<file path="src/rtl/age_issue_queue.sv">
module age_issue_queue #(
  parameter int DEPTH = 16,
  parameter int TAG_W = 6,
  parameter int SEQ_W = 6
) (
  input  logic             clk,
  input  logic             rst_n,
  input  logic             alloc_valid,
  input  logic             alloc_cls,
  input  logic [TAG_W-1:0] alloc_src1,
  input  logic             alloc_src1_rdy,
  input  logic [TAG_W-1:0] alloc_src2,
  input  logic             alloc_src2_rdy,
  input  logic [TAG_W-1:0] alloc_dst,
  output logic             alloc_full,
  output logic [SEQ_W-1:0] alloc_seq,
  input  logic             flush_valid,
  input  logic [SEQ_W-1:0] flush_seq,
  input  logic             cmp_valid,
  input  logic [TAG_W-1:0] cmp_tag,
  input  logic             ld_cmp_valid,
  input  logic [TAG_W-1:0] ld_cmp_tag,
  input  logic             alu_free,
  output logic             alu_iss_valid,
  output logic [TAG_W-1:0] alu_iss_src1,
  output logic [TAG_W-1:0] alu_iss_src2,
  output logic [TAG_W-1:0] alu_iss_dst,
  output logic [SEQ_W-1:0] alu_iss_seq,
  input  logic             agu_free,
  output logic             agu_iss_valid,
  output logic [TAG_W-1:0] agu_iss_src1,
  output logic [TAG_W-1:0] agu_iss_src2,
  output logic [TAG_W-1:0] agu_iss_dst,
  output logic [SEQ_W-1:0] agu_iss_seq
);
  localparam int IDX_W = $clog2(DEPTH);
  localparam logic [SEQ_W-1:0] MAX_AGE = '1;

  logic [DEPTH-1:0] vld, cls, rdy1, rdy2;
  logic [TAG_W-1:0] src1 [DEPTH];
  logic [TAG_W-1:0] src2 [DEPTH];
  logic [TAG_W-1:0] dst  [DEPTH];
  logic [SEQ_W-1:0] seq  [DEPTH];
  logic [SEQ_W-1:0] age  [DEPTH];
  logic [SEQ_W-1:0] nxt;
  logic             ldq_v;
  logic [TAG_W-1:0] ldq_t;

  logic [DEPTH-1:0] kill, elig, aged_out;
  logic [SEQ_W-1:0] flush_age;
  logic             sel_v [2];
  logic [IDX_W-1:0] sel_i [2];
  logic [SEQ_W-1:0] sel_a [2];
  logic [1:0]       port_free, port_go;
  logic [IDX_W-1:0] free_i;
  logic             accept;

  function automatic logic woken(input logic [TAG_W-1:0] t);
    return (cmp_valid && cmp_tag == t) || (ldq_v && ldq_t == t);
  endfunction

  assign flush_age = nxt - flush_seq;

  genvar g;
  generate
    for (g = 0; g < DEPTH; g++) begin : g_ent
      assign age[g]      = nxt - seq[g];
      assign kill[g]     = flush_valid && (age[g] < flush_age);
      assign elig[g]     = vld[g] && rdy1[g] && rdy2[g] && !kill[g];
      assign aged_out[g] = vld[g] && (age[g] == MAX_AGE);
    end
  endgenerate

  always_comb begin
    for (int p = 0; p < 2; p++) begin
      sel_v[p] = 1'b0;
      sel_i[p] = '0;
      sel_a[p] = '0;
      for (int i = 0; i < DEPTH; i++) begin
        if (elig[i] && (cls[i] == p[0]) && (!sel_v[p] || age[i] > sel_a[p])) begin
          sel_v[p] = 1'b1;
          sel_i[p] = IDX_W'(i);
          sel_a[p] = age[i];
        end
      end
    end
  end

  always_comb begin
    free_i = '0;
    for (int i = DEPTH - 1; i >= 0; i--)
      if (!vld[i]) free_i = IDX_W'(i);
  end

  assign port_free  = {agu_free, alu_free};
  assign port_go[0] = sel_v[0] && port_free[0];
  assign port_go[1] = sel_v[1] && port_free[1];
  assign alloc_full = (&vld) || (|aged_out);
  assign alloc_seq  = nxt;
  assign accept     = alloc_valid && !alloc_full && !flush_valid;

  assign alu_iss_valid = port_go[0];
  assign alu_iss_src1  = src1[sel_i[0]];
  assign alu_iss_src2  = src2[sel_i[0]];
  assign alu_iss_dst   = dst[sel_i[0]];
  assign alu_iss_seq   = seq[sel_i[0]];
  assign agu_iss_valid = port_go[1];
  assign agu_iss_src1  = src1[sel_i[1]];
  assign agu_iss_src2  = src2[sel_i[1]];
  assign agu_iss_dst   = dst[sel_i[1]];
  assign agu_iss_seq   = seq[sel_i[1]];

  always_ff @(posedge clk or negedge rst_n) begin
    if (!rst_n) begin
      vld   <= '0;
      cls   <= '0;
      rdy1  <= '0;
      rdy2  <= '0;
      nxt   <= '0;
      ldq_v <= 1'b0;
      ldq_t <= '0;
      for (int i = 0; i < DEPTH; i++) begin
        src1[i] <= '0;
        src2[i] <= '0;
        dst[i]  <= '0;
        seq[i]  <= '0;
      end
    end else begin
      ldq_v <= ld_cmp_valid;
      ldq_t <= ld_cmp_tag;
      for (int i = 0; i < DEPTH; i++) begin
        if (vld[i]) begin
          if (woken(src1[i])) rdy1[i] <= 1'b1;
          if (woken(src2[i])) rdy2[i] <= 1'b1;
        end
        if (kill[i] ||
            (port_go[0] && sel_i[0] == IDX_W'(i)) ||
            (port_go[1] && sel_i[1] == IDX_W'(i)))
          vld[i] <= 1'b0;
      end
      if (accept) begin
        vld[free_i]  <= 1'b1;
        cls[free_i]  <= alloc_cls;
        src1[free_i] <= alloc_src1;
        src2[free_i] <= alloc_src2;
        dst[free_i]  <= alloc_dst;
        seq[free_i]  <= nxt;
        rdy1[free_i] <= alloc_src1_rdy || woken(alloc_src1);
        rdy2[free_i] <= alloc_src2_rdy || woken(alloc_src2);
        nxt          <= nxt + 1'b1;
      end
    end
  end
endmodule

</file>
<file path="config.mk">
export PLATFORM = sky130hd
export DESIGN_NAME = age_issue_queue
export DESIGN_NICKNAME = d
export VERILOG_FILES = /design/src/rtl/age_issue_queue.sv
export SDC_FILE = /design/constraint.sdc
export NUM_CORES = 2
export LEC_CHECK = 0
export BUFFER_PORTS_ARGS = -buffer_cell sky130_fd_sc_hd__buf_4
export CAP_MARGIN = 20
export CORE_MARGIN = 2
export CORE_UTILIZATION = 38
export DETAILED_ROUTE_END_ITERATION = 12
export PLACE_DENSITY = 0.49
export SLEW_MARGIN = 40
export SYNTH_ARGS = -nofsm -noshare
export SYNTH_HDL_FRONTEND = slang
export SYNTH_SLANG_ARGS = --single-unit
</file>
<file path="constraint.sdc">
create_clock -name clk -period 114.7 [get_ports clk]
set_input_delay 22.94 -clock clk [delete_from_list [all_inputs] [get_ports clk]]
set_output_delay 22.94 -clock clk [all_outputs]
set_load 0.005 [all_outputs]
</file>
# Word level (Yosys, flattened, before mapping)
# Cells that the tools add are included.
[totals]
reg_bits = 461
latchBits = 0
mem_bits_rw = 0
romBits = 0
input_bits = 47
out_inout_bits = 57
wordCells = 900
mem_count = 0
[op_classes]
addsub = 18
multipliers = 0
div_mod_pow = 0
order_cmp = 52
n_eq_ne = 114
n_shift = 0
muxes = 226
bitwise = 20
reduce_logical = 399
[op_table]
columns = ["operator", "count"]
rows = [
  ["6-bit equality test", 68],
  ["96-bit bitwise mux", 4],
  ["6-bit 2-to-1 mux", 47],
  ["1-bit logical AND", 248],
  ["6-bit binary-select mux with 4-bit select", 8],
  ["6-bit greater-than comparator", 30],
  ["4-bit 2-to-1 mux", 38],
  ["1-bit 2-to-1 mux", 115],
  ["6-bit subtractor", 17],
  ["1-bit logical OR", 99],
  ["6-bit equality test (second input constant)", 16],
  ["6-bit < comparator", 16],
  ["4-bit equality test (second input constant)", 16],
  ["16-bit bitwise mux", 3],
  ["1-bit logical NOT", 48],
  ["16-bit 2-to-1 mux", 3],
  ["4-bit by 3-bit equality test with 1-bit output (second input constant)", 8],
  ["6-bit demux with 4-bit select", 1],
  ["4-bit by 2-bit equality test with 1-bit output (second input constant)", 4],
  ["1-bit inverter", 16],
  ["16-bit OR", 1],
  ["16-bit AND reduction", 1],
  ["16-bit OR reduction", 1],
  ["5-bit greater-or-equal comparator (second input constant)", 3],
  ["other kinds (10)", 18],
]

# Logic depth before layout (Yosys ltp)
[depth]
word_depth = 74
depth_mapped = 202
depth_no_buf = 188

# Least setup slack after synthesis
# Ideal clock, no wire load.
[synth_path]
kind = "input port to output port"
startpoint = "in flush_seq[0]"
endpoint = "out agu_iss_seq[4]"
arrival_time_ns = 54.989
required_time_ns = 91.760
slack_ns = 36.771
stages = 193
n_path_buf = 15
cell_sequence = "ha_1 > inv_1 > fa_1 > xnor2_1 > ha_1 > o21ai_0 > o21bai_1 > maj3_1 > a211oi_2 > nor3_1 > clkbuf_1 > nand2_1 > ha_1 > nor2b_1 > o21a_1 > o21a_1 > o21a_1 > o21a_1 > (+157 left out) > buf_1 > mux2_2 > ha_1 > nor2b_1 > o21a_1 > o21a_1 > o21ai_0 > nand2b_1 > a21oi_1 > a31oi_1 > and2_1 > a311oi_2 > nand2_1 > nor3_1 > clkbuf_1 > nand2_1 > o2111ai_1 > or4_1"
[synth_between]
elab_chain_cells = 71
elab_cells_between_ends = 190
classes_between = "add/sub (1); order compare (31); mux (48); bitwise (1); reduce/logical (109)"
[synth_rtl]
columns = ["element", "line_no", "source"]
rows = [
  ["start, declared", "18", "input logic [SEQ_W-1:0] flush_seq,"],
  ["6-bit subtractor *", "62", "assign flush_age = nxt - flush_seq;"],
  ["6-bit < comparator", "68", "assign kill[g] = flush_valid && (age[g] < flush_age);"],
  ["1-bit logical AND", "68", ""],
  ["1-bit logical NOT", "69", "assign elig[g] = vld[g] && rdy1[g] && rdy2[g] && !kill[g];"],
  ["1-bit logical AND", "69", ""],
  ["1-bit logical AND", "80", "if (elig[i] && (cls[i] == p[0]) && (!sel_v[p] || age[i] > sel_a[p])) begin"],
  ["6-bit 2-to-1 mux or 1-bit 2-to-1 mux (tied branches)", "80", ""],
  ["6-bit greater-than comparator or 1-bit logical NOT (tied branches)", "80", ""],
  ["(+54 left out)", "n/a", ""],
  ["6-bit 2-to-1 mux or 1-bit 2-to-1 mux (tied branches)", "80", ""],
  ["6-bit greater-than comparator or 1-bit logical NOT (tied branches)", "80", ""],
  ["1-bit logical OR", "80", ""],
  ["1-bit logical AND", "80", ""],
  ["4-bit 2-to-1 mux *", "80", ""],
  ["4-bit inverter with 5-bit output (implied by the code) *", "111", "assign agu_iss_seq = seq[sel_i[1]];"],
  ["6-bit binary-select mux with 4-bit select *", "111", ""],
  ["6-bit 2-to-1 mux (implied by the code) * (2 in a row)", "111", ""],
  ["end, declared", "34", "output logic [SEQ_W-1:0] agu_iss_seq"],
]
# Every way passes the cells marked *; elsewhere a longest branch is shown, timed or not. The select of a mux whose other input is x is not followed.

# Worst setup path in the final report
[layout_path]
startpoint = "in flush_seq[1]"
endpoint = "out agu_iss_src1[2]"
[layout_between]
elab_chain_cells = 71
elab_cells_between_ends = 190
classes_between = "add/sub (1); order compare (31); mux (48); bitwise (1); reduce/logical (109)"
[layout_rtl]
columns = ["element", "line_no", "source"]
rows = [
  ["6-bit subtractor *", "62", ""],
  ["6-bit < comparator", "68", ""],
  ["1-bit logical AND", "68", ""],
  ["1-bit logical NOT", "69", ""],
  ["1-bit logical AND", "69", ""],
  ["1-bit logical AND", "80", ""],
  ["6-bit 2-to-1 mux or 1-bit 2-to-1 mux (tied branches)", "80", ""],
  ["6-bit greater-than comparator or 1-bit logical NOT (tied branches)", "80", ""],
  ["(+54 left out)", "n/a", ""],
  ["6-bit 2-to-1 mux or 1-bit 2-to-1 mux (tied branches)", "80", ""],
  ["6-bit greater-than comparator or 1-bit logical NOT (tied branches)", "80", ""],
  ["1-bit logical OR", "80", ""],
  ["1-bit logical AND", "80", ""],
  ["4-bit 2-to-1 mux *", "80", ""],
  ["4-bit inverter with 5-bit output (implied by the code) *", "108", "assign agu_iss_src1 = src1[sel_i[1]];"],
  ["6-bit binary-select mux with 4-bit select *", "108", ""],
  ["6-bit 2-to-1 mux (implied by the code) * (2 in a row)", "108", ""],
  ["end, declared", "31", "output logic [TAG_W-1:0] agu_iss_src1,"],
]
# Marked as above.

==> run summary <==
The critical path launch point type is an input port. The number of pins with negative max-slew slack in the final report is 0. Setup repair after global routing left no endpoint under its margin.

The post-layout net count came out at 4977. The deepest clock path buffer count came out at 3. The area of the core is roughly 110000 um2. 104 I/O pins were placed. The element type at the critical path end is an output pin.

Counting flops with an async set or reset pin after synthesis yields a share of 1.00. The effective utilization at floorplan is 0.382. The final period demand of the worst path came out at between 80 and 90 ns. The final cell count without fillers came out at between 6k and 7k. The total CTS buffers is 52.

For this block, the routed nets add up to between 150000 and 200000 um of wire. The count of warnings emitted by yosys is 0. The clock drives approximately 460 sinks.

By instance count, the cell type seen most on the critical path is sky130_fd_sc_hd__o21a_1. The path class of the lowest-slack min-delay path is reg2reg. The largest net degree at the start of global routing is 102. The post-detailed-route wirelength per cell is a little under 30 um. The cell type group with the largest total delay on the critical path is compound AO/OA/AOI/OAI gates. The number of antenna diodes in the final layout is 0.

Among all flip-flop cells after synthesis, the most frequent one is sky130_fd_sc_hd__dfrtp_1. The number of buffers inserted by hold repair at cts is 0. In this run the cell area of the synthesized design comes to 42300 um2. The worst-skew pair later-pin latency came out at approximately 0.63 ns. Ranked by total cell area, the synthesized netlist is headed by sky130_fd_sc_hd__dfrtp_1 (27%), sky130_fd_sc_hd__mux2_2 (11%), sky130_fd_sc_hd__ha_1 (9.3%). The total routing resource utilization after global routing came out at 0.313.

The total number of vias came out at 37.8k. The power per standard cell area is 23.1 nW/um2. The first-pass GRT wire length is 262000 um. The cell row count is 122. The remaining global-route overflow came out at 0. The reported leakage power came out at slightly above 20 nW. The y dimension of the die came out at about 340 um. The number of nets handed over by synthesis was approximately 5k. The final clock skew is approximately 0.019 ns. The number of global-route vias before repair came out at 36.2k. Timing would allow up to 0.0122 GHz. For the final routed database, the setup TNS stands at 0 ns. The number of buffer cells added on primary ports came out at 103. The initial detailed-routing violation count is 3697.

In this run, distinct cell masters in the synthesized netlist total 103. The data arrival time of the worst path came out at approximately 60 ns. The count of mapped cells out of synthesis came out at 4627. Gates resized during post-CTS repair numbered 0. The max-capacitance violation count is 0. For the worst setup path, the data required time is 91.76 ns. The cell total after placement came out at 6029. The sequential element share of the synthesized area is 0.273. The worst setup path is of the in2out kind. The synthesis-to-finish area growth is 10.6%.

The count of nets left with antenna violations once routing finished came out at 0. The maximum level of the CTS H-tree came out at 2. The area of the die came out at roughly 110000 um2.

The share of the synthesized area in the top cell type came out at 0.273. The placed wire-length estimate after detailed placement came out at around 130000 um. Before antenna repair, the detailed router went through 6 iterations.

Of all nets on the critical path, the largest fanout is a little under 60. The synthesized area per cell is ~9 um2. The share of final-layout standard cells stronger than drive strength 1 is 0.178. The worst path buffer plus inverter count is 12. The cell sitting at the root of the clock tree is a sky130_fd_sc_hd__clkbuf_16.

The routability congestion estimate came out at 0.946. Synthesis inferred 461 register bits. The clock slew at the register clock pins of the worst setup and hold paths came out at 0.06 ns. The width of the die came out at 337 um. After filler insertion, the fill cell instance count of the layout stands at between 10k and 15k. The final number of hold-violating endpoints is 0. The fraction of the cycle the final worst path needs is 0.716.

For this run, the slowest stage of the critical path takes 0.68 ns. The number of synthesized flops with an enable pin came out at 0. Setup violations remaining at the end of the flow were counted as 0. The post-route DRC violation count is 0. The worst-margin pin slew is about 0.94 ns. The initial antenna violation count is 7. The maximum resistive drop on vdd came out at between 0.015 and 0.02 mV. TritonCTS built the clock tree.

The slowest stage of the critical path belongs to the cell sky130_fd_sc_hd__or4_1. The via density per instance is roughly 6. The flow ran to the end, and the final reports show no timing, DRC or antenna violations. The library cell with the largest summed area after synthesis is sky130_fd_sc_hd__dfrtp_1. The worst slew margin relative to its limit came out at 0.371. The count of buffers added by post-CTS timing repair for setup is 0.
cells in the mapped netlist, types with 68 or more instances:
cell type / number
sky130_fd_sc_hd__clkbuf_1: 199
sky130_fd_sc_hd__o22ai_1: 130
sky130_fd_sc_hd__nor2_1: 170
sky130_fd_sc_hd__ha_1: 314
sky130_fd_sc_hd__mux2_2: 400
sky130_fd_sc_hd__o21a_1: 115
sky130_fd_sc_hd__a21oi_1: 229
sky130_fd_sc_hd__inv_1: 161
sky130_fd_sc_hd__o21ai_0: 204
sky130_fd_sc_hd__nand4_1: 125
sky130_fd_sc_hd__dfrtp_1: 461
sky130_fd_sc_hd__nor2b_1: 68
sky130_fd_sc_hd__xor2_1: 187
sky130_fd_sc_hd__xnor2_1: 274
sky130_fd_sc_hd__nand2_1: 414
sky130_fd_sc_hd__mux2i_1: 206
state kept, by name, summed over array words and instances (netlist names):
| name | count |
|---|---|
| src1 | 96 |
| seq | 96 |
| rdy1 | 16 |
| cls | 16 |
| ldq_v | 1 |
| src2 | 96 |
| rdy2 | 16 |
| vld | 16 |
| dst | 96 |
| alloc_seq | 6 |
| ldq_t | 6 |
final timing paths:
path	from	to	slack, ns	cells after the start
min in group asynchronous	rst_n	dst[34]	22.21	1
worst max-delay path	flush_seq[1]	agu_iss_src1[2]	32.61	185
worst max register to register	alloc_seq[0]	vld[2]	77.64	183
max in group asynchronous	rst_n	alloc_seq[4]	89.48	6
worst min register to register	seq[69]	seq[69]	0.51	1
worst min-delay path	seq[69]	seq[69]	0.51	1
per-layer routing:
layer	GRT usage	routed length (um)
met4	0.144	9450
met2	0.497	80700
met1	0.423	78700
met3	0.0390	11700
met5	0	34
power breakdown:
part           internal (W)  switching, W  total (W)  leakage, nW
Sequential         0.000180     0.0000323   0.000212         6.12
Combinational      0.000272      0.000409   0.000681         13.6
Clock              0.000110     0.0000752   0.000185        0.913
cell type report:
type / instances / area, um2 / area share
inverter: 161 / 604 / 0.0129
multi-input combinational: 3714 / 29300 / 0.626
sequential: 461 / 11500 / 0.247
clock buffer: 74 / 1520 / 0.0324
timing repair buffer: 209 / 1630 / 0.0349
clock inverter: 22 / 322 / 0.00688
tap: 1488 / 1860 / 0.0398
layout by cell type, fill, tap and decap left out, types with 13 or more instances in the layout:
cell / count
sky130_fd_sc_hd__mux2_2: 400
sky130_fd_sc_hd__buf_4: 193
sky130_fd_sc_hd__nand4_1: 125
sky130_fd_sc_hd__nor3_1: 44
sky130_fd_sc_hd__o21a_1: 114
sky130_fd_sc_hd__inv_1: 161
sky130_fd_sc_hd__o21ai_0: 200
sky130_fd_sc_hd__xnor2_1: 268
sky130_fd_sc_hd__and4_1: 21
sky130_fd_sc_hd__nand2b_1: 56
sky130_fd_sc_hd__a21oi_1: 229
sky130_fd_sc_hd__or3_1: 26
sky130_fd_sc_hd__clkbuf_16: 53
sky130_fd_sc_hd__a21o_1: 55
sky130_fd_sc_hd__or4_1: 44
sky130_fd_sc_hd__dfrtp_1: 450
sky130_fd_sc_hd__nand2_1: 404
sky130_fd_sc_hd__a211oi_1: 54
sky130_fd_sc_hd__o211ai_1: 39
sky130_fd_sc_hd__a31oi_1: 24
sky130_fd_sc_hd__xor2_1: 184
sky130_fd_sc_hd__nor2_1: 159
sky130_fd_sc_hd__o21bai_1: 13
sky130_fd_sc_hd__a22oi_1: 26
sky130_fd_sc_hd__fa_1: 17
sky130_fd_sc_hd__o32ai_1: 17
sky130_fd_sc_hd__and2_1: 22
sky130_fd_sc_hd__and3_1: 14
sky130_fd_sc_hd__a22o_1: 19
sky130_fd_sc_hd__ha_1: 314
sky130_fd_sc_hd__nand3_1: 53
sky130_fd_sc_hd__nor2b_1: 68
sky130_fd_sc_hd__nor4_1: 49
sky130_fd_sc_hd__mux2i_1: 206
sky130_fd_sc_hd__or4b_1: 20
sky130_fd_sc_hd__o22ai_1: 130
per-stage QoR:
stage               utilization  setup slack, ns  area [um2]  hold slack, ns  power [W]
CTS                       0.422            33.04       46600           0.508    0.00107
finish                    0.423            32.61       46700           0.509    0.00108
floorplan                     -            36.77       42300           0.477   0.000633
global route              0.423            29.96       46700           0.535    0.00115
detailed placement        0.405            33.14       44800           0.494   0.000879
global placement          0.404            32.60       44600           0.489   0.000877
cell families after synthesis:
group                      share of synthesized area
buffers and inverters                         0.0433
adders and majority gates                      0.104
muxes                                          0.161
and+or+nand+nor                                0.146
AOI/OAI and AO/OA                              0.175
DFF                                            0.273
xor gates and xnor gates                      0.0985
worst reg2reg max path: cells and delay by family (launching register included):
family	cells	cell delay [ns]
buffers and inverters	10	1.90
AND/OR/NAND/NOR	57	8.56
XOR/XNOR	1	0.47
multiplexers	1	0.33
AO/OA/AOI/OAI	95	19.09
flip-flops	1	0.72
adder cells (fa/ha/maj)	19	5.82
Power figures use the tool's default switching activity.
